`config.mk`:
```
export PLATFORM = sky130hd
export DESIGN_NAME = act_watchdog
export DESIGN_NICKNAME = d
export VERILOG_FILES = /design/src/rtl/wdg_pkg.sv /design/src/rtl/wdg_datapath.sv /design/src/rtl/wdg_control.sv /design/src/rtl/act_watchdog.sv
export SDC_FILE = /design/constraint.sdc
export NUM_CORES = 1
export LEC_CHECK = 0
export BUFFER_PORTS_ARGS = -buffer_cell sky130_fd_sc_hd__buf_2
export CAP_MARGIN = 10
export CORE_ASPECT_RATIO = 0.8
export CORE_MARGIN = 8
export CORE_UTILIZATION = 40
export DETAILED_ROUTE_END_ITERATION = 12
export HOLD_SLACK_MARGIN = 0.03
export PLACE_DENSITY_LB_ADDON = 0.3
export SLEW_MARGIN = 20
export SYNTH_ARGS = -nofsm -noshare
export SYNTH_HDL_FRONTEND = slang
export SYNTH_SLANG_ARGS = --single-unit
```
`constraint.sdc`:
```
create_clock -name clk -period 2.5 [get_ports clk]
set_input_delay 0.125 -clock clk [delete_from_list [all_inputs] [get_ports clk]]
set_output_delay 0.125 -clock clk [all_outputs]
set_load 0.05 [all_outputs]
```
`src/rtl/wdg_pkg.sv`:
```
package wdg_pkg;

  typedef enum logic [1:0] {
    WD_PWR  = 2'd0,
    WD_RUN  = 2'd1,
    WD_FIRE = 2'd2
  } wdState_t;

  typedef struct packed {
    logic loadTimeout;
    logic decTimeout;
    logic loadPulse;
    logic decPulse;
  } ctrlStrobes_t;

  localparam int SEL_W = 2;

endpackage

```
`src/rtl/wdg_datapath.sv`:
```
module wdg_datapath
  import wdg_pkg::*;
#(
  parameter int TIMEOUT     = 50000,
  parameter int PULSE_W     = 16,
  parameter int SYNC_STAGES = 2,
  parameter int NUM_SRC     = 3
) (
  input  logic               clk,
  input  logic               porN,
  input  logic [NUM_SRC-1:0] actIn,
  input  logic [SEL_W-1:0]   srcSel,
  input  ctrlStrobes_t       strb,
  input  logic               periphReq,
  output logic               activity,
  output logic               timeZero,
  output logic               pulseZero,
  output logic               periphBusy
);

  localparam int TW = $clog2(TIMEOUT + 1);
  localparam int PW = $clog2(PULSE_W + 1);
  localparam logic [TW-1:0] TIME_RELOAD  = TW'(TIMEOUT - 1);
  localparam logic [PW-1:0] PULSE_RELOAD = PW'(PULSE_W - 1);

  logic [NUM_SRC-1:0] srcEdge;

  // one synchronizer plus edge-detect flop per candidate source
  for (genvar g = 0; g < NUM_SRC; g++) begin : gSrc
    logic [SYNC_STAGES:0] shReg;
    always_ff @(posedge clk or negedge porN) begin
      if (!porN) shReg <= '0;
      else       shReg <= {shReg[SYNC_STAGES-1:0], actIn[g]};
    end
    assign srcEdge[g] = shReg[SYNC_STAGES] ^ shReg[SYNC_STAGES-1];
  end

  // source mux; codes at or beyond NUM_SRC select nothing
  always_comb begin
    activity = 1'b0;
    for (int i = 0; i < NUM_SRC; i++) begin
      if (srcSel == SEL_W'(i)) activity = srcEdge[i];
    end
  end

  // timeout counter
  logic [TW-1:0] timeCnt;
  always_ff @(posedge clk or negedge porN) begin
    if (!porN)                timeCnt <= TIME_RELOAD;
    else if (strb.loadTimeout) timeCnt <= TIME_RELOAD;
    else if (strb.decTimeout)  timeCnt <= timeCnt - 1'b1;
  end
  assign timeZero = (timeCnt == '0);

  // processor pulse width counter
  logic [PW-1:0] pulseCnt;
  always_ff @(posedge clk or negedge porN) begin
    if (!porN)               pulseCnt <= PULSE_RELOAD;
    else if (strb.loadPulse) pulseCnt <= PULSE_RELOAD;
    else if (strb.decPulse)  pulseCnt <= pulseCnt - 1'b1;
  end
  assign pulseZero = (pulseCnt == '0);

  // independent peripheral-only pulse
  logic [PW-1:0] periphCnt;
  always_ff @(posedge clk or negedge porN) begin
    if (!porN) begin
      periphCnt  <= '0;
      periphBusy <= 1'b0;
    end else if (periphReq) begin
      periphCnt  <= PULSE_RELOAD;
      periphBusy <= 1'b1;
    end else if (periphBusy) begin
      if (periphCnt == '0) periphBusy <= 1'b0;
      else                 periphCnt  <= periphCnt - 1'b1;
    end
  end

endmodule

```
`src/rtl/wdg_control.sv`:
```
module wdg_control
  import wdg_pkg::*;
(
  input  logic         clk,
  input  logic         porN,
  input  logic         wdEnable,
  input  logic         activity,
  input  logic         timeZero,
  input  logic         pulseZero,
  output ctrlStrobes_t strb,
  output logic         cpuReset
);

  wdState_t state, stateNext;

  always_ff @(posedge clk or negedge porN) begin
    if (!porN) state <= WD_PWR;
    else       state <= stateNext;
  end

  always_comb begin
    stateNext = state;
    strb      = '0;
    case (state)
      WD_PWR, WD_FIRE: begin
        if (pulseZero) begin
          stateNext        = WD_RUN;
          strb.loadTimeout = 1'b1;
        end else begin
          strb.decPulse = 1'b1;
        end
      end
      WD_RUN: begin
        if (activity || !wdEnable) begin
          strb.loadTimeout = 1'b1;
        end else if (timeZero) begin
          stateNext      = WD_FIRE;
          strb.loadPulse = 1'b1;
        end else begin
          strb.decTimeout = 1'b1;
        end
      end
      default: stateNext = WD_PWR;
    endcase
  end

  assign cpuReset = (state != WD_RUN);

endmodule

```
`src/rtl/act_watchdog.sv`:
```
module act_watchdog
  import wdg_pkg::*;
#(
  parameter int TIMEOUT     = 50000,
  parameter int PULSE_W     = 16,
  parameter int SYNC_STAGES = 2
) (
  input  logic             clk,
  input  logic             porN,
  input  logic             actStrobe,
  input  logic             actSerial,
  input  logic             actPortPin,
  input  logic [SEL_W-1:0] srcSel,
  input  logic             wdEnable,
  input  logic             swPeriphReq,
  output logic             cpuReset,
  output logic             periphReset
);

  localparam int NUM_SRC = 3;

  ctrlStrobes_t strb;
  logic activity, timeZero, pulseZero, periphBusy;

  wdg_datapath #(
    .TIMEOUT(TIMEOUT), .PULSE_W(PULSE_W),
    .SYNC_STAGES(SYNC_STAGES), .NUM_SRC(NUM_SRC)
  ) uDp (
    .clk(clk), .porN(porN),
    .actIn({actPortPin, actSerial, actStrobe}),
    .srcSel(srcSel), .strb(strb), .periphReq(swPeriphReq),
    .activity(activity), .timeZero(timeZero),
    .pulseZero(pulseZero), .periphBusy(periphBusy)
  );

  wdg_control uCtl (
    .clk(clk), .porN(porN), .wdEnable(wdEnable),
    .activity(activity), .timeZero(timeZero), .pulseZero(pulseZero),
    .strb(strb), .cpuReset(cpuReset)
  );

  assign periphReset = cpuReset | periphBusy;

endmodule

```
Word-level counts from Yosys, hierarchy flattened
Index checks and enable logic that the tools add are counted.
{ "word_totals": {"regBits": 38, "latchBits": 0, "ram_bits": 0, "mem_bits_ro": 0, "output_inout_bits": 2, "wordCells": 63, "memories": 0} }
{ "op_classes": {"add_sub_neg": 3, "n_mul": 0, "div": 0, "order_cmp": 0, "eq_ne": 9, "shifts": 0, "n_mux": 26, "bitwise_logic": 4, "reduce_logical": 13} }
{ "ops": {"columns": ["op", "count"], "rows": [
  ["2-to-1 mux 16 bit", 2],
  ["2-to-1 mux 5 bit", 5],
  ["logical NOT 16 bit", 1],
  ["subtractor 16 x 1 -> 16 bit, second input constant", 1],
  ["2-to-1 mux 1 bit", 12],
  ["logical NOT 5 bit", 2],
  ["2-to-1 mux 2 bit", 5],
  ["subtractor 5 x 1 -> 5 bit, second input constant", 2],
  ["inequality test 2 bit, second input constant", 4],
  ["nonzero test 2 bit", 3],
  ["== test 2 x 1 -> 1 bit, second input constant", 2],
  ["== test 2 bit, second input constant", 2],
  ["logical NOT 2 bit", 2],
  ["case mux 2 bit (2 select lines)", 1],
  ["AND reduction 3 bit", 1],
  ["XOR 1 bit", 3],
  ["inequality test 2 x 1 -> 1 bit, second input constant", 1],
  ["case mux 1 bit (2 select lines)", 1],
  ["AND reduction 2 bit", 1],
  ["OR reduction 2 bit", 1],
  ["logical NOT 1 bit", 1],
  ["logical OR 1 bit", 1],
  ["bitwise OR 1 bit", 1]
]} }

Longest topological paths before layout
{ "depth": {"word_depth": 9, "ltp_mapped": 8, "ltp_nobuf": 7} }

Cells and area by module
A second synthesis with hierarchy kept.
{ "unflattened": {"cells_unflattened": 167, "hier_area_um2": 1796.7} }
{ "modules_own_cells": {"columns": ["mod", "n_inst", "cells_per_inst", "area_each_um2"], "rows": [
  ["wdg_datapath", 1, 152, 1659.1],
  ["wdg_control", 1, 14, 131.4],
  ["act_watchdog", 1, 1, 6.3]
]} }

Least setup slack after synthesis
OpenSTA, ideal clock, no wires.
{ "synth_path": {"path_kind": "register to register", "from": "register uCtl.state[0]", "to": "register uDp.pulseCnt[4]", "t_arrival_ps": 2155, "setup_slack_ps": 219, "stages_incl_launch_ff": 7, "path_buffers": 1, "path_cell_list": "dfrtp_1 > inv_1 > nor2_1 > clkinv_1 > or4_1 > clkbuf_1 > o311a_1"} }
{ "synth_between": {"elab_chain_len": 4} }
{ "synth_lines": {"columns": ["item", "line", "text"], "rows": [
  ["from (decl)", "wdg_control.sv:14", "wdState_t state, stateNext;"],
  ["from (signal assigned)", "wdg_control.sv:18", "else state <= stateNext;"],
  ["== test 2 bit or logical NOT 2 bit (tied branches)", "wdg_control.sv:24", "case (state)"],
  ["OR reduction 2 bit", "wdg_control.sv:24", null],
  ["2-to-1 mux 1 bit", "wdg_control.sv:24", null],
  ["nonzero test 2 bit (no source line)", null, null],
  ["to (signal assigned)", "wdg_datapath.sv:60", "else if (strb.decPulse) pulseCnt <= pulseCnt - 1'b1;"],
  ["to (decl)", "wdg_datapath.sv:56", "logic [PW-1:0] pulseCnt;"]
]} }
Parallel ways exist; a longest one is shown, timed or not.
A chain may end at the register's enable or synchronous reset.

Worst setup path after layout
{ "layout_path": {"from": "register uDp.timeCnt[13]", "to": "register uDp.timeCnt[8]"} }
{ "layout_between": {"elab_chain_len": 5} }
{ "layout_lines": {"columns": ["item", "line", "text"], "rows": [
  ["from (decl)", "wdg_datapath.sv:47", "logic [TW-1:0] timeCnt;"],
  ["from (signal assigned)", "wdg_datapath.sv:51", "else if (strb.decTimeout) timeCnt <= timeCnt - 1'b1;"],
  ["logical NOT 16 bit", "wdg_datapath.sv:53", "assign timeZero = (timeCnt == '0);"],
  ["2-to-1 mux 1 bit", "wdg_control.sv:36", "end else if (timeZero) begin"],
  ["2-to-1 mux 2 bit", "wdg_control.sv:34", "if (activity || !wdEnable) begin"],
  ["2-to-1 mux 2 bit", "wdg_control.sv:24", null],
  ["nonzero test 2 bit (no source line)", null, null]
]} }
Every way passes these cells.

==> results.cfg <==
[synth]
synth_fa_ha_area_share_pct = 1.96
synthMuxAreaShare_pct = 1.57
yosysMostFrequentCell = dfrtp_1
synth_compound_area_share_pct = 16.0
yosysTopAreaCell = dfrtp_1
synth_area_um2 = 1920
yosys_warnings = 0
async_flop_share_pct = 100
synth.area.top_cells = dfrtp_1 (33%), dfstp_2 (18%), or3_1 (3.6%)
ys_top_cells_by_count = dfrtp_1 (25), dfstp_2 (13), nand2_1 (13), or3_1 (11), inv_1 (10)
netlist.area_leader.share_pct = 32.6
synth_edf_count = 0
synth_cells = 183
synth_fp_nets = 195
seq_area_frac_synth_pct = 50.4
yosys_most_used_dff = dfrtp_1
synth_xor_area_share_pct = 3.65
synth_top_family_by_area = simple AND/OR/NAND/NOR gates
syn_area_per_cell_um2 = 10.5
synth_simple_gate_area_share_pct = 23.6
ys_types = 49
synth-seq-cells = 38

[power]
p_sw_share_pct = 20.3
leakagePower_nw = 0.946
pwr-share-seq_pct = 46.9
switching_power_uw = 278
power.share.combinational_pct = 6.0
p_int_mw = 1.09
p_total_mw = 1.37
clockPowerShare_pct = 47.1
ir_drop_v = 0.000403
power_density_nw_per_um2 = 592

[global_routing]
grt-ovfl-total = 0
grt_pass1_vias = 1499
grt_pass1_wl_mm = 7.08
gr-usage-all-layers_pct = 12.2
grt_max_degree = 39
antenna_found_initial = 0

[sta]
fin_crit_ps = 2370
worst_pin_slew_ps = 840
finalClockSkew_ps = 4.02
setup_viol = 0
fin_ws_ps = 133
max_freq_ghz = 0.422
rsz0062_at_grt = false
finalMaxSlewViolations = 0
fin_setup_tns_ps = 0
slew_headroom_pct = 44.0
hold_viol_final = 0
min_period_over_period_pct = 94.7

[worst_setup_path]
worstPathArrival_ps = 2590
worstSetupEndpointType = flop
crit_path_start_kind = flop
cpPeakStageDelay_ps = 570
path_delay_family = simple AND/OR/NAND/NOR gates
critical_path_class = flop to flop
cp.buffers_inverters = 1
crit_chain = or4_4, or3_1, o41ai_4, buf_4, nor3_1, a221o_1
required_ps = 2720
slowest_stage = or4_4
crit_fanout = 7

[placed_design]
pre_cts_slack_ps = 80.3
io_buffers = 10
routabilityCongestion = 0.935
dp_hpwl_mm = 2.96
dpl_cell_area_um2 = 2120

[cts]
h-tree-depth = 2
worstSkewPairLatency_ps = 290
cts_buffers = 5
root_buffer = clkbuf_8
path_clk_slew_ps = 80
cts_resized = 0
clkSinkCount = 38
clk_path_buf_depth = 2
cts_tree = built

[job]
drv_cap = 0

[drt]
drt_iter0_drc = 99
dr_total_vias = 1578
drc = 0
antenna_left = 0
drt-pass1-iter-count = 4
wl_mm = 4.17
viasPerCell = 5.74
wire_per_inst_um = 15.2

[floorplanning]
coreArea_um2 = 4600
die_y_um = 77.9
dieArea_um2 = 7280
ios = 11
start_util_pct = 41.7
fp.dieW_um = 93.4
num_rows = 22

[hold_path]
hold_path_class = input pin to flop

[cells_and_area]
drive_above_1_share_pct = 24.7
final_core_utilization_pct = 50.3
fin_nets = 226
synthToLayoutAreaGrowth_pct = 20.5
n_antenna_cell = 0
final_cell_area_um2 = 2310

[outcome]
status = complete, no violations
## area by class of cell
class / instances / area (um2)
multi-input combinational: 131 / 898
sequential: 38 / 967
timing repair buffer: 27 / 188
clock buffer: 6 / 82.6
tap: 60 / 75.1
fill: 429 / 2280
clock inverter: 2 / 60.1
inverter: 11 / 41.3
## state kept, by name, summed over array words and instances (netlist names)
| register | cells |
|---|---|
| uDp.pulseCnt | 5 |
| uCtl.state | 2 |
| uDp.gSrc.shReg | 9 |
| uDp.periphCnt | 5 |
| uDp.periphBusy | 1 |
| uDp.timeCnt | 16 |
## cells in the final DEF (no fill, tap or decap), types with 4 or more instances in the layout
cell,synthesis,routed
dfrtp_1,25,25
nand2_1,13,13
buf_4,0,13
dfstp_2,13,13
or3_1,11,11
inv_1,10,10
buf_2,0,10
nor2_1,9,9
nor3_1,9,9
a21oi_1,8,8
o21ai_0,7,7
nand2b_1,6,6
or4_1,6,6
clkbuf_8,0,6
xnor2_1,5,5
nor4_1,5,5
o31ai_1,4,4
dlygate4sd3_1,0,4
## worst paths after layout
path | startpoint | end | slack, ps | cells after the start
hold reg to reg | uDp.gSrc[1].shReg[0] | uDp.gSrc[1].shReg[1] | 360 | 0
hold / removal | swPeriphReq | uDp.periphCnt[4] | 50 | 2
min in group asynchronous | porN | uDp.timeCnt[13] | 470 | 2
max in group asynchronous | porN | uCtl.state[0] | 1490 | 2
setup / recovery | uDp.timeCnt[13] | uDp.timeCnt[8] | 130 | 6
setup reg to reg | uDp.timeCnt[13] | uDp.timeCnt[8] | 130 | 6
## power by group through the flow
stage | logic, mW | clock network [mW] | registers [mW]
floorplan | 0.0429 | 0 | 0.651
global placement | 0.0756 | 0 | 0.654
detailed placement | 0.0766 | 0 | 0.654
CTS | 0.0821 | 0.654 | 0.643
global route | 0.0921 | 0.680 | 0.644
finish | 0.0818 | 0.645 | 0.643
## per-layer routing
layer	share of wire [%]	vias to the layer above	track usage [%]
li1	-	750	-
met1	52	778	17.0
met2	41	42	16.7
met3	5.8	8	4.13
met4	1.4	0	5.14
met5	0	-	0
## through the flow
stage / hold WS [ps] / std cells
2_1_floorplan: -171 / 183
3_3_place_gp: 236 / 262
3_5_place_dp: 235 / 262
4_1_cts: 40.0 / 274
5_1_grt: 54.0 / 275
6_report: 45.2 / 275
## what timing repair did
action / 4_1_cts / 5_1_grt
setup endpoints to repair: 0 / 3
setup buffers: 0 / 1
hold endpoints to repair: 28 / 0
hold buffers: 4 / 0
## logic make-up (layout without fill, tap and decap cells)
logic type                 count (synthesis)  in the layout
AOI/OAI and AO/OA                         40             40
xor gates and xnor gates                   8              8
adders and majority gates                  3              3
buffers and inverters                     14             46
DFF                                       38             38
muxes                                      3              3
and+or+nand+nor                           77             77
Note: power is estimated with default switching activity, not from simulation.
